===== src/rtl/pfd_modesel.sv =====
module pfd_modesel #(
  parameter int DIV_W   = 8,
  parameter int RST_DLY = 2
) (
  input  logic             clk,
  input  logic             rst_n,
  input  logic [DIV_W-1:0] rdiv_val,
  input  logic             mode_pwl,
  input  logic             fb_pulse,
  output logic             ref_div,
  output logic             up,
  output logic             dn,
  output logic [1:0]       cur_code
);

  localparam int OW = $clog2(RST_DLY + 1);

  logic [DIV_W-1:0] cnt;
  logic             cnt_wrap;
  logic             fb_q;
  logic             fb_edge;
  logic             both;
  logic [OW-1:0]    ovl;
  logic             clr;

  assign cnt_wrap = (cnt >= rdiv_val - 1'b1);

  always_ff @(posedge clk) begin
    if (!rst_n) begin
      cnt     <= '0;
      ref_div <= 1'b0;
    end else begin
      cnt     <= cnt_wrap ? '0 : cnt + 1'b1;
      ref_div <= cnt_wrap;
    end
  end

  assign fb_edge = fb_pulse & ~fb_q;
  assign both    = up & dn;
  assign clr     = both && (ovl == OW'(RST_DLY - 1));

  always_ff @(posedge clk) begin
    if (!rst_n) begin
      fb_q <= 1'b0;
      up   <= 1'b0;
      dn   <= 1'b0;
      ovl  <= '0;
    end else begin
      fb_q <= fb_pulse;
      up   <= clr ? 1'b0 : (up | ref_div);
      dn   <= clr ? 1'b0 : (dn | fb_edge);
      ovl  <= (both && !clr) ? ovl + 1'b1 : '0;
    end
  end

  assign cur_code = !(up | dn)        ? 2'b00 :
                    (both && mode_pwl) ? 2'b01 : 2'b10;

  logic [OW:0] both_run;
  always_ff @(posedge clk) begin
    if (!rst_n) both_run <= '0;
    else        both_run <= both ? both_run + 1'b1 : '0;
  end

  AST_BOTH_BOUNDED: assert property (@(posedge clk) disable iff (!rst_n)
    (up && dn) |-> (both_run < (OW+1)'(RST_DLY)));
  AST_UP_ON_REF: assert property (@(posedge clk) disable iff (!rst_n)
    (ref_div && !(up && dn)) |=> up);
  AST_DN_ON_FB: assert property (@(posedge clk) disable iff (!rst_n)
    (fb_pulse && !fb_q && !(up && dn)) |=> dn);
  AST_REF_SINGLE: assert property (@(posedge clk) disable iff (!rst_n)
    ref_div |=> !ref_div);
  AST_CLEAR_TOGETHER: assert property (@(posedge clk) disable iff (!rst_n)
    $fell(up) |-> $fell(dn));

endmodule


===== config.mk =====
export PLATFORM = sky130hd
export DESIGN_NAME = pfd_modesel
export DESIGN_NICKNAME = d
export VERILOG_FILES = /design/src/rtl/pfd_modesel.sv
export SDC_FILE = /design/constraint.sdc
export NUM_CORES = 1
export LEC_CHECK = 0
export ABC_CLOCK_PERIOD_IN_PS = 1800
export BUFFER_PORTS_ARGS = -buffer_cell sky130_fd_sc_hd__clkbuf_2
export CAP_MARGIN = 10
export CORE_UTILIZATION = 47
export CTS_CLUSTER_SIZE = 28
export DETAILED_ROUTE_END_ITERATION = 6
export GPL_ROUTABILITY_DRIVEN = 0
export PLACE_DENSITY = 0.79
export SYNTH_ARGS = -nofsm -noshare
export SYNTH_HDL_FRONTEND = slang
export SYNTH_SLANG_ARGS = --single-unit

===== constraint.sdc =====
create_clock -name clk -period 1.8 [get_ports clk]
set_input_delay 0.36 -clock clk [delete_from_list [all_inputs] [get_ports clk]]
set_output_delay 0.36 -clock clk [all_outputs]
set_load 0.005 [all_outputs]

# [Word level (Yosys, flattened, before mapping)]
# Cells that the tools add are included.
[op_classes] add_sub_neg=3 eq_ne=1 n_bitwise=7 mul=0 shift=0 order_cmp=1 n_reduce_logical=7 muxes=2 div_mod_pow=0
[op_table] operator="8-bit by 1-bit adder with 8-bit output, second input constant" count=1
[op_table] operator="8-bit greater-or-equal comparator" count=1
[op_table] operator="8-bit by 1-bit subtractor with 8-bit output, second input constant" count=1
[op_table] operator="2-bit two-way mux" count=2
[op_table] operator="2-bit OR reduction" count=2
[op_table] operator="1-bit logical AND" count=3
[op_table] operator="1-bit OR" count=3
[op_table] operator="2-bit by 1-bit adder with 2-bit output, second input constant" count=1
[op_table] operator="1-bit bitwise AND" count=2
[op_table] operator="2-bit by 1-bit == test with 1-bit output, second input constant" count=1
[op_table] operator="1-bit inverter" count=2
[op_table] operator="2-bit AND reduction" count=1
[op_table] operator="1-bit zero test" count=1
[totals] latch_bits=0 mem_count=0 rom_bits=0 register_bits=14 out_inout_bits=5 ram_bits=0

# [Depth between registers and ports, before layout]
# Gate-level depths: netlist of run 1.
[logic_depth] word_depth=5 depth_mapped=9 ltp_nobuf=9

# [Worst setup path before layout of run 1]
# Ideal clock, no wire load.
[synth_path] path_kind="input to register" start="in rdiv_val[5]" end="reg cnt[2]" arrival_ps=1832 path_slack_ps=-162 stages=7 cell_sequence="nor4_1 > nand2_1 > xor2_1 > ha_1 > nand4_1 > o311ai_4 > nor2_1"
[synth_via] elab_chain_cells=3
[synth_lines] item="from (decl)" line="7" text="input logic [DIV_W-1:0] rdiv_val,"
[synth_lines] item="8-bit by 1-bit subtractor with 8-bit output" line="26" text="assign cnt_wrap = (cnt >= rdiv_val - 1'b1);"
[synth_lines] item="8-bit greater-or-equal comparator" line="26"
[synth_lines] item="2-bit OR reduction (no source line)"
[synth_lines] item="to (signal assigned)" line="33" text="cnt <= cnt_wrap ? '0 : cnt + 1'b1;"
[synth_lines] item="to (decl)" line="18" text="logic [DIV_W-1:0] cnt;"
# No other way between the ends.
# A chain may end at the register's enable or synchronous reset.

# [Worst setup path in the final report of run 1]
[layout_path] start="in rdiv_val[5]" end="reg cnt[7]"
# Same word-level chain as after synthesis.

==> results by group, run 1 <==
Power
  – Leak: 0.4893 nW
  – Worst VDD drop: 0.4137 mV
  – Pwr per Cell Area: ~600 nW/um^2
  – Total power: around 0.64 mW

Cells and area
  – Layout Utilization: 0.6802
  – Leading cell type in the layout, fill and taps excluded: nor2_1
  – Inserted Diodes: 0
  – Layout cells sized above 1: 0.2906
  – Non-filler cells in the finished layout: around 130
  – P&R area growth vs syn: 28.68%
  – Most frequent cells in the layout: 16 x nor2_1, 14 x dfxtp_1, 13 x clkbuf_2
  – Nets: around 140
  – Fin area: 1072 sq um

Route
  – Residual DRC: 0
  – Routed via count: 715
  – Pre-Repair DR Iteration Count: 5
  – DRT antenna net count: 0
  – Final WL: 1619 microns
  – Iteration-0 DRC Markers: 5
  – Vias per cell: roughly 5.4
  – Wire length per cell: approximately 12 microns

Synth
  – Synth top area cells: dfxtp_1 34%, ha_1 17%, xnor2_1 7.4%, nor2_1 7.2%, xor2_1 5.3%
  – Cells after Synth: 89
  – Simple-gate share of the synthesized area: 0.2222
  – Yosys cell types: 23
  – Ys Warns: 0
  – Post-Syn Area: 833.3 sq um
  – Synth area leader: dfxtp_1
  – XOR/XNOR Fraction of Synth Area: 0.1261
  – Main combinational cell family by area after synthesis: simple AND/OR/NAND/NOR gates
  – Synthesized area per cell: 9.363 sq um
  – Register bit total from synthesis: 14
  – Seq/Total Area, Yosys: 0.3363
  – Synth top area share: 0.3363
  – Area share of fa/ha/maj cells after synthesis: 0.1652
  – Syn Nets: ~110
  – Mux share of post-synthesis cell area: 0
  – Area fraction in compound gates after synthesis: 0.1276

STA
  – Period utilization: 1.004
  – Rel. slew slack: 0.7338
  – Worst slew pin tran: 0.3983 ns
  – Final setup fails: 2
  – Final min period: 1.807 ns
  – Max-slew violations: 0
  – Final TNS setup: -0.01334 ns
  – Fmax: 553.4 MHz
  – Fin. Hold Viols: 0
  – Final Skew: approximately 0.0065 ns
  – Worst Hold Slack: 0.3082 ns
  – Setup ws final: -0.006986 ns
  – RSZ-0062 raised after global routing: true

Die
  – CORE AREA: 1577 sq um
  – Die Y: around 44 microns
  – FP Rows: 14
  – Initial Util: 0.5286
  – Die W: 44.11 microns
  – Die area: roughly 1900 sq um
  – Number of top-level pins: 17

Global routing
  – GRT Residual Overflow: 0
  – Antenna violations before repair: 0
  – GRT Overall Usage: 0.1837
  – First-pass GRT wire length: 2642 microns
  – Vias in the first global route: 648
  – Largest net degree at the start of global routing: 9

Hold path
  – Hold Path Sink: fb_q
  – Hold crit path type: input port to flip-flop
  – Worst hold path depth: 2
  – Hold Path Origin: fb_pulse

CTS
  – H-tree level count: 1
  – Clock sink count: 14
  – Postcts setup bufs: 0
  – Later-pin clock latency in the skew report: 0.27 ns
  – Maximum clock path buffer count: 2
  – Hold Buf Count CTS: 0
  – CTS tree: built
  – Reg clk slew, reported paths: 0.07 ns
  – TritonCTS Buffers: 3
  – Root Buffer: clkbuf_4

Job
  – Max cap viols: 0

Placed design
  – Dpl ws: -0.3084 ns
  – Placed insts: 130
  – HPWL Detailed: about 1400 microns
  – Area of placed instances: about 1000 sq um
  – Port-buffer cells: 16

Setup path
  – Startpoint types: input port
  – Worst Reg-to-Reg Cells: 6
  – Worst reg2reg setup slack: between 0.1 and 0.15 ns
  – Setup CP Type: input port to flip-flop
  – CP required: 1.95 ns
  – WP data arrival: 1.95 ns
  – Worst R2R End: ref_div
  – Critical Path End Type: flip-flop
  – CP max FO: 8
  – Worst reg2reg path startpoint: cnt[0]

Status
  – Status: finished with violations
  – Failing checks: setup timing
==> metal layers <==
| layer | GRT usage | wire length (microns) |
|---|---|---|
| met4 | 0.03636 | 6 |
| met2 | 0.3588 | 897 |
| met3 | 0.06122 | 46 |
| met5 | 0 | 0 |
| met1 | 0.1866 | 669 |
==> power by group <==
group / leakage, nW / internal, mW / total (mW) / switching (mW)
clock: 0.0138 / 0.0774 / 0.165 / 0.0880
sequential: 0.114 / 0.319 / 0.329 / 0.00995
combinational: 0.362 / 0.0777 / 0.146 / 0.0681
total: 0.489 / 0.475 / 0.641 / 0.166
==> kinds of logic (layout without fill, tap and decap cells) <==
kind of cell | Yosys count | after routing
and+or+nand+nor | 38 | 38
DFF | 14 | 14
xor gates and xnor gates | 12 | 12
adders and majority gates | 11 | 11
AOI/OAI and AO/OA | 9 | 9
buffers and inverters | 5 | 33
==> cell usage after synthesis <==
library cell,n
nor4_1,1
nand2b_4,1
dfxtp_1,14
o31ai_1,1
xnor2_1,7
a2111oi_4,1
nand2_1,7
nor2b_1,1
and2_1,2
nand4b_1,1
nand4_1,1
o311ai_4,1
ha_1,11
and3_1,1
nor2_1,16
nand3_1,3
xor2_1,5
a21oi_1,2
o211a_1,2
nor4b_1,1
nor3_1,3
o21a_1,2
inv_1,5
==> critical path: stages <==
cell      delay (ns)
buf_8           0.10
nor4_4          0.27
nand2_1         0.10
xor2_1          0.15
ha_1            0.32
nand4_1         0.16
o311ai_4        0.40
nor2_1          0.09
==> state kept, by name, summed over array words and instances, names as in the netlist <==
name and flops:
up 1, ovl 2, ref_div 1, fb_q 1, cnt 8, dn 1
==> area by class of cell <==
type,count,area [sq um]
Clock buffer,3,22.52
Inverter,5,18.77
Tap cell,16,20.02
Fill cell,129,504.2
Timing Repair Buffer,25,163.9
Multi-Input combinational cell,70,566.8
Sequential cell,14,280.3
==> how the worst max path moves through the flow <==
| stage | start | to | slack [ns] | cells after the start |
|---|---|---|---|---|
| 2_1_floorplan | rdiv_val[5] | cnt[0] | -0.02 | 7 |
| 3_3_place_gp | rdiv_val[5] | cnt[5] | -0.24 | 8 |
| 3_5_place_dp | rdiv_val[5] | ref_div | -0.31 | 9 |
| 4_1_cts | rdiv_val[5] | ref_div | -0.02 | 9 |
| 5_1_grt | rdiv_val[5] | cnt[3] | -0.16 | 8 |
| 6_report | rdiv_val[5] | cnt[7] | -0.007 | 8 |
==> what timing repair did <==
item,CTS,global route
gates cloned,0,0
gates resized for setup,1,7
endpoints found under the hold margin,0,0
setup endpoints to repair,7,9
pin swaps,0,4
(Power assumes the default switching activity.)
==> run 2, diff against run 1 <==
- BUFFER_PORTS_ARGS: -buffer_cell sky130_fd_sc_hd__clkbuf_2 -> unset
- CORE_UTILIZATION: 47 -> 54
- DONT_BUFFER_PORTS: unset -> 1
- PLACE_DENSITY: 0.79 -> 0.78
==> run 2 against run 1 <==
The flow now finishes without violations. Sequential share of layout area is 3.9 points higher. Via count is 14% lower. Critical path depth is 1 lower. Utilization is 0.21 points higher. Flip-flop and latch count stayed put. Register-to-register slack better by 0.07 ns. Routed wire length is 20% lower. Non-clock buffer count is 22 lower. Combinational power is 29% lower. Worst hold slack worse by 0.10 ns. Highest routed layer is now met3.
==> results by group, run 2 (synthesis results as in run 1) <==
Cells and area
  – Top flop regs: cnt: 8 flops, ovl: 2 flops
  – Max FFs per register: 8
  – P&R area growth vs syn: 11.86%
  – Fin area: 932.1 sq um
  – Layout cells sized above 1: 0.1250
  – Leading cell type in the layout, fill and taps excluded: nor2_1
  – Inserted Diodes: 0
  – Most frequent cells in the layout: 16 x nor2_1, 14 x dfxtp_1, 11 x ha_1
  – Nets: 120
  – Largest register by flop count: cnt

CTS
  – Clock sink count: 14
  – Postcts setup bufs: 0
  – Hold Buf Count CTS: 0
  – Maximum clock path buffer count: 2
  – Root Buffer: clkbuf_4
  – CTS tree: built
  – Post-CTS resize count: 0
  – TritonCTS Buffers: 3
  – Later-pin clock latency in the skew report: approximately 0.27 ns
  – H-tree level count: 1
  – Reg clk slew, reported paths: 0.08 ns

Die
  – Initial Util: 0.6099
  – Die area: 1704 sq um
  – Die W: 41.28 microns
  – FP Rows: 13
  – CORE AREA: about 1400 sq um
  – Number of top-level pins: 17
  – Die Y: 41.28 microns

Placed design
  – Dpl ws: -0.1848 ns
  – Port-buffer cells: 0
  – Area of placed instances: 895.9 sq um
  – HPWL Detailed: 1131 microns

Route
  – Vias per cell: 5.568
  – Routed via count: 618
  – Iteration-0 DRC Markers: 5
  – Pre-Repair DR Iteration Count: 2
  – Final WL: 1299 microns
  – DRT antenna net count: 0
  – Residual DRC: 0
  – Wire length per cell: 11.70 microns

STA
  – Final min period: approximately 1.7 ns
  – Period utilization: 0.9316
  – Final Skew: 0.004430 ns
  – Fmax: 596.3 MHz
  – Final setup fails: 0
  – Fin. Hold Viols: 0
  – Worst slew pin tran: 0.4112 ns
  – Worst Hold Slack: 0.2073 ns
  – RSZ-0062 raised after global routing: false
  – Final TNS setup: 0 ns
  – Max-slew violations: 0
  – Setup ws final: 0.1231 ns
  – Rel. slew slack: 0.7252

Setup path
  – CP max FO: 8
  – Setup CP Type: input port to flip-flop
  – CP top delay family: simple AND/OR/NAND/NOR gates
  – Worst reg2reg setup slack: 0.18 ns
  – Buffers and inverters on the worst path: 0
  – Critical Path End Type: flip-flop
  – WP data arrival: 1.83 ns
  – Startpoint types: input port
  – Slowest cell delay on critical path: approximately 0.41 ns
  – Critical path, cell by cell: nor4_4 -> nand2_1 -> xor2_1 -> ha_1 -> nand4_1 -> o311ai_4 -> nor2_1
  – CP max stage cell: o311ai_4
  – CP required: 1.95 ns

Global routing
  – GRT Residual Overflow: 0
  – First-pass GRT wire length: 1994 microns
  – Antenna violations before repair: 0
  – Vias in the first global route: ~520
  – GRT Overall Usage: 0.1837
  – Largest net degree at the start of global routing: 9

Power
  – Clock power frac: 0.332
  – Psw: about 0.15 mW
  – Worst VDD drop: ~0.45 mV
  – Gate power share: 0.160
  – Sequential power share: 0.508
  – Switching Fraction: 0.2317
  – Leak: 0.3897 nW
  – Pint: around 0.5 mW
  – Total power: 0.6484 mW
  – Pwr per Cell Area: just under 700 nW/um^2

Hold path
  – Hold crit path type: input port to flip-flop

Status
  – Status: completed

Job
  – Max cap viols: 0
-- run 2: cell count changes in the layout (fill, tap and decap cells not counted), sizes merged --
cell and delta:
buf -9, clkbuf -12
-- run 2: final timing paths --
| check | start | end | cells after the start |
|---|---|---|---|
| worst max-delay path | rdiv_val[5] | cnt[4] | 7 |
| worst min-delay path | fb_pulse | fb_q | 1 |
| worst max register to register | cnt[0] | cnt[4] | 6 |
| worst min register to register | ovl[0] | ovl[0] | 1 |
-- run 2: power groups by stage --
stage	combinational [mW]	clock, mW	sequential, mW
3_3_place_gp	0.0994	0	0.337
5_1_grt	0.118	0.237	0.332
4_1_cts	0.105	0.225	0.330
6_report	0.104	0.215	0.329
2_1_floorplan	0.0862	0	0.334
3_5_place_dp	0.104	0	0.337
-- run 2: area by class of cell --
class                   count  area (sq um)
fillers                   121         434.2
inverters                   5         18.77
well taps                  15         18.77
repair buffers              3         22.52
clock buffers               4         36.28
multi-input cells          70         555.5
flip-flops and latches     14         280.3
-- run 2: per-layer routing --
layer / wire length [microns] / GRT usage / vias up / share of wire
li1: - / - / 326 / -
met1: 533 / 0.2032 / 279 / 0.41
met2: 710 / 0.3164 / 13 / 0.55
met3: 56 / 0.06522 / 0 / 0.043
met4: 0 / 0.07258 / 0 / 0
met5: 0 / 0 / - / 0
-- run 2: stage by stage --
stage | utilization | cells
2_1_floorplan | - | 89
3_3_place_gp | 0.6557 | 107
3_5_place_dp | 0.6557 | 107
4_1_cts | 0.6822 | 111
5_1_grt | 0.6822 | 111
6_report | 0.6822 | 111
==> run 3, diff against run 2 <==
- MAX_ROUTING_LAYER: unset -> met4
==> run 3 against run 2 <==
Routed wire length up 0.38%. Clock skew barely moved. Clock-buffer cell count did not move. Worst setup slack barely moved. Design area unchanged. First-iteration DRC count did not move. Combinational power about the same. Final cell count did not move. Die area did not move. Maximum frequency barely moved. Sequential power about the same. Non-clock buffer count unchanged. Largest cell class unchanged.
==> results by group, run 3 (synthesis results as in run 1) <==
Status
  – Status: completed

Cells and area
  – Leading cell type in the layout, fill and taps excluded: nor2_1
  – Top flop regs: cnt: 8 flops, ovl: 2 flops
  – P&R area growth vs syn: 11.86%
  – Fillers: 121
  – Fin area: between 900 and 1000 sq um
  – Area of the multi-input gates: 555.5 sq um
  – Non-filler cells in the finished layout: approximately 110
  – Inserted Diodes: 0
  – Layout Utilization: 0.6822
  – Layout cells sized above 1: 0.1250
  – Largest register by flop count: cnt
  – Nets: between 100 and 150
  – Register area: 280.3 sq um
  – Most frequent cells in the layout: 16 x nor2_1, 14 x dfxtp_1, 11 x ha_1
  – Max FFs per register: 8

CTS
  – Root Buffer: clkbuf_4
  – TritonCTS Buffers: 3
  – Later-pin clock latency in the skew report: 0.27 ns
  – Reg clk slew, reported paths: 0.08 ns
  – Clock sink count: 14
  – H-tree level count: 1
  – Hold Buf Count CTS: 0
  – CTS tree: built
  – Maximum clock path buffer count: 2

Placed design
  – Placed insts: 107
  – HPWL Detailed: 1131 microns
  – Area of placed instances: 895.9 sq um
  – Port-buffer cells: 0

Die
  – Initial Util: 0.6099
  – Number of top-level pins: 17
  – CORE AREA: 1366 sq um
  – FP Rows: 13
  – Die Y: 41.28 microns
  – Die W: 41.28 microns
  – Die area: 1704 sq um

Route
  – DRT antenna net count: 0
  – Final WL: around 1300 microns
  – Wire length per cell: 11.75 microns
  – Pre-Repair DR Iteration Count: 2
  – Residual DRC: 0
  – Top layer in use: met4
  – Met1 WL: 538 microns
  – Iteration-0 DRC Markers: 5
  – DR WL met3: roughly 57 microns
  – DR WL met2: approximately 700 microns
  – Routed via count: about 620
  – Vias per cell: about 5.6

Global routing
  – GRT Overall Usage: 0.1899
  – Antenna violations before repair: 0
  – First-pass GRT wire length: approximately 2000 microns
  – GRT Residual Overflow: 0
  – Largest net degree at the start of global routing: 9
  – Vias in the first global route: 519

Setup path
  – WP data arrival: around 1.8 ns
  – CP max FO: 8
  – CP required: 1.95 ns
  – Critical Path End Type: flip-flop
  – Setup CP Type: input port to flip-flop
  – Worst Reg-to-Reg Cells: 6
  – Startpoint types: input port

STA
  – Worst slew pin tran: 0.4107 ns
  – Fin. Hold Viols: 0
  – Final setup fails: 0
  – Rel. slew slack: 0.7256
  – Worst Hold Slack: between 0.2 and 0.25 ns
  – Max-slew violations: 0
  – Final Skew: roughly 0.0046 ns
  – Fmax: between 500 and 600 MHz
  – RSZ-0062 raised after global routing: false
  – Period utilization: 0.9316
  – Final min period: 1.677 ns

Power
  – Pwr per Cell Area: 695.5 nW/um^2
  – Worst VDD drop: around 0.45 mV
  – Total power: 0.6483 mW
  – Leak: 0.3897 nW

Job
  – Max cap viols: 0

Hold path
  – Hold crit path type: input port to flip-flop
  – Worst hold path depth: 1
run 3: cell counts in the layout (fill, tap and decap cells not counted):
No cell type changed its count.
run 3: what timing repair did:
item,in CTS,in global routing
gates resized for setup,0,0
buffers inserted,0,0
endpoints found under the setup margin,0,2
run 3: cell type report:
cell class / instances / area share
clock buffers: 4 / 0.03893
well taps: 15 / 0.02013
flip-flops and latches: 14 / 0.3007
repair buffers: 3 / 0.02416
multi-input cells: 70 / 0.5960
inverters: 5 / 0.02013
run 3: path summary, 6_finish.rpt:
check / end / startpoint / slack (ns)
min reg2reg: ovl[0] / ovl[0] / 0.43
min: fb_q / fb_pulse / 0.21
max reg2reg: cnt[4] / cnt[0] / 0.18
max: cnt[4] / rdiv_val[5] / 0.12
run 3: report_power, final:
part | switching [mW] | internal (mW) | leakage [nW]
sequential | 0.0101 | 0.319 | 0.114
combinational | 0.0480 | 0.0559 | 0.255
clock | 0.0920 | 0.123 | 0.0210
run 3: stage by stage:
step	setup TNS (ns)	setup WS (ns)
6_report	0	0.1232
5_1_grt	0	0.008590
4_1_cts	0	0.09666
3_5_place_dp	-1.486	-0.1848
3_3_place_gp	-1.078	-0.1338
2_1_floorplan	-0.1760	-0.02200
run 3: worst max-delay path, stage by stage:
cell and delay [ns]:
nor4_4 0.27, nand2_1 0.10, xor2_1 0.15, ha_1 0.31, nand4_1 0.16, o311ai_4 0.41, nor2_1 0.08
run 3: layer usage:
metal,vias to the layer above,global-route usage
met3,2,0.06522
met4,0,0.07258
met2,13,0.3125
met1,277,0.2097
met5,-,-
li1,325,-
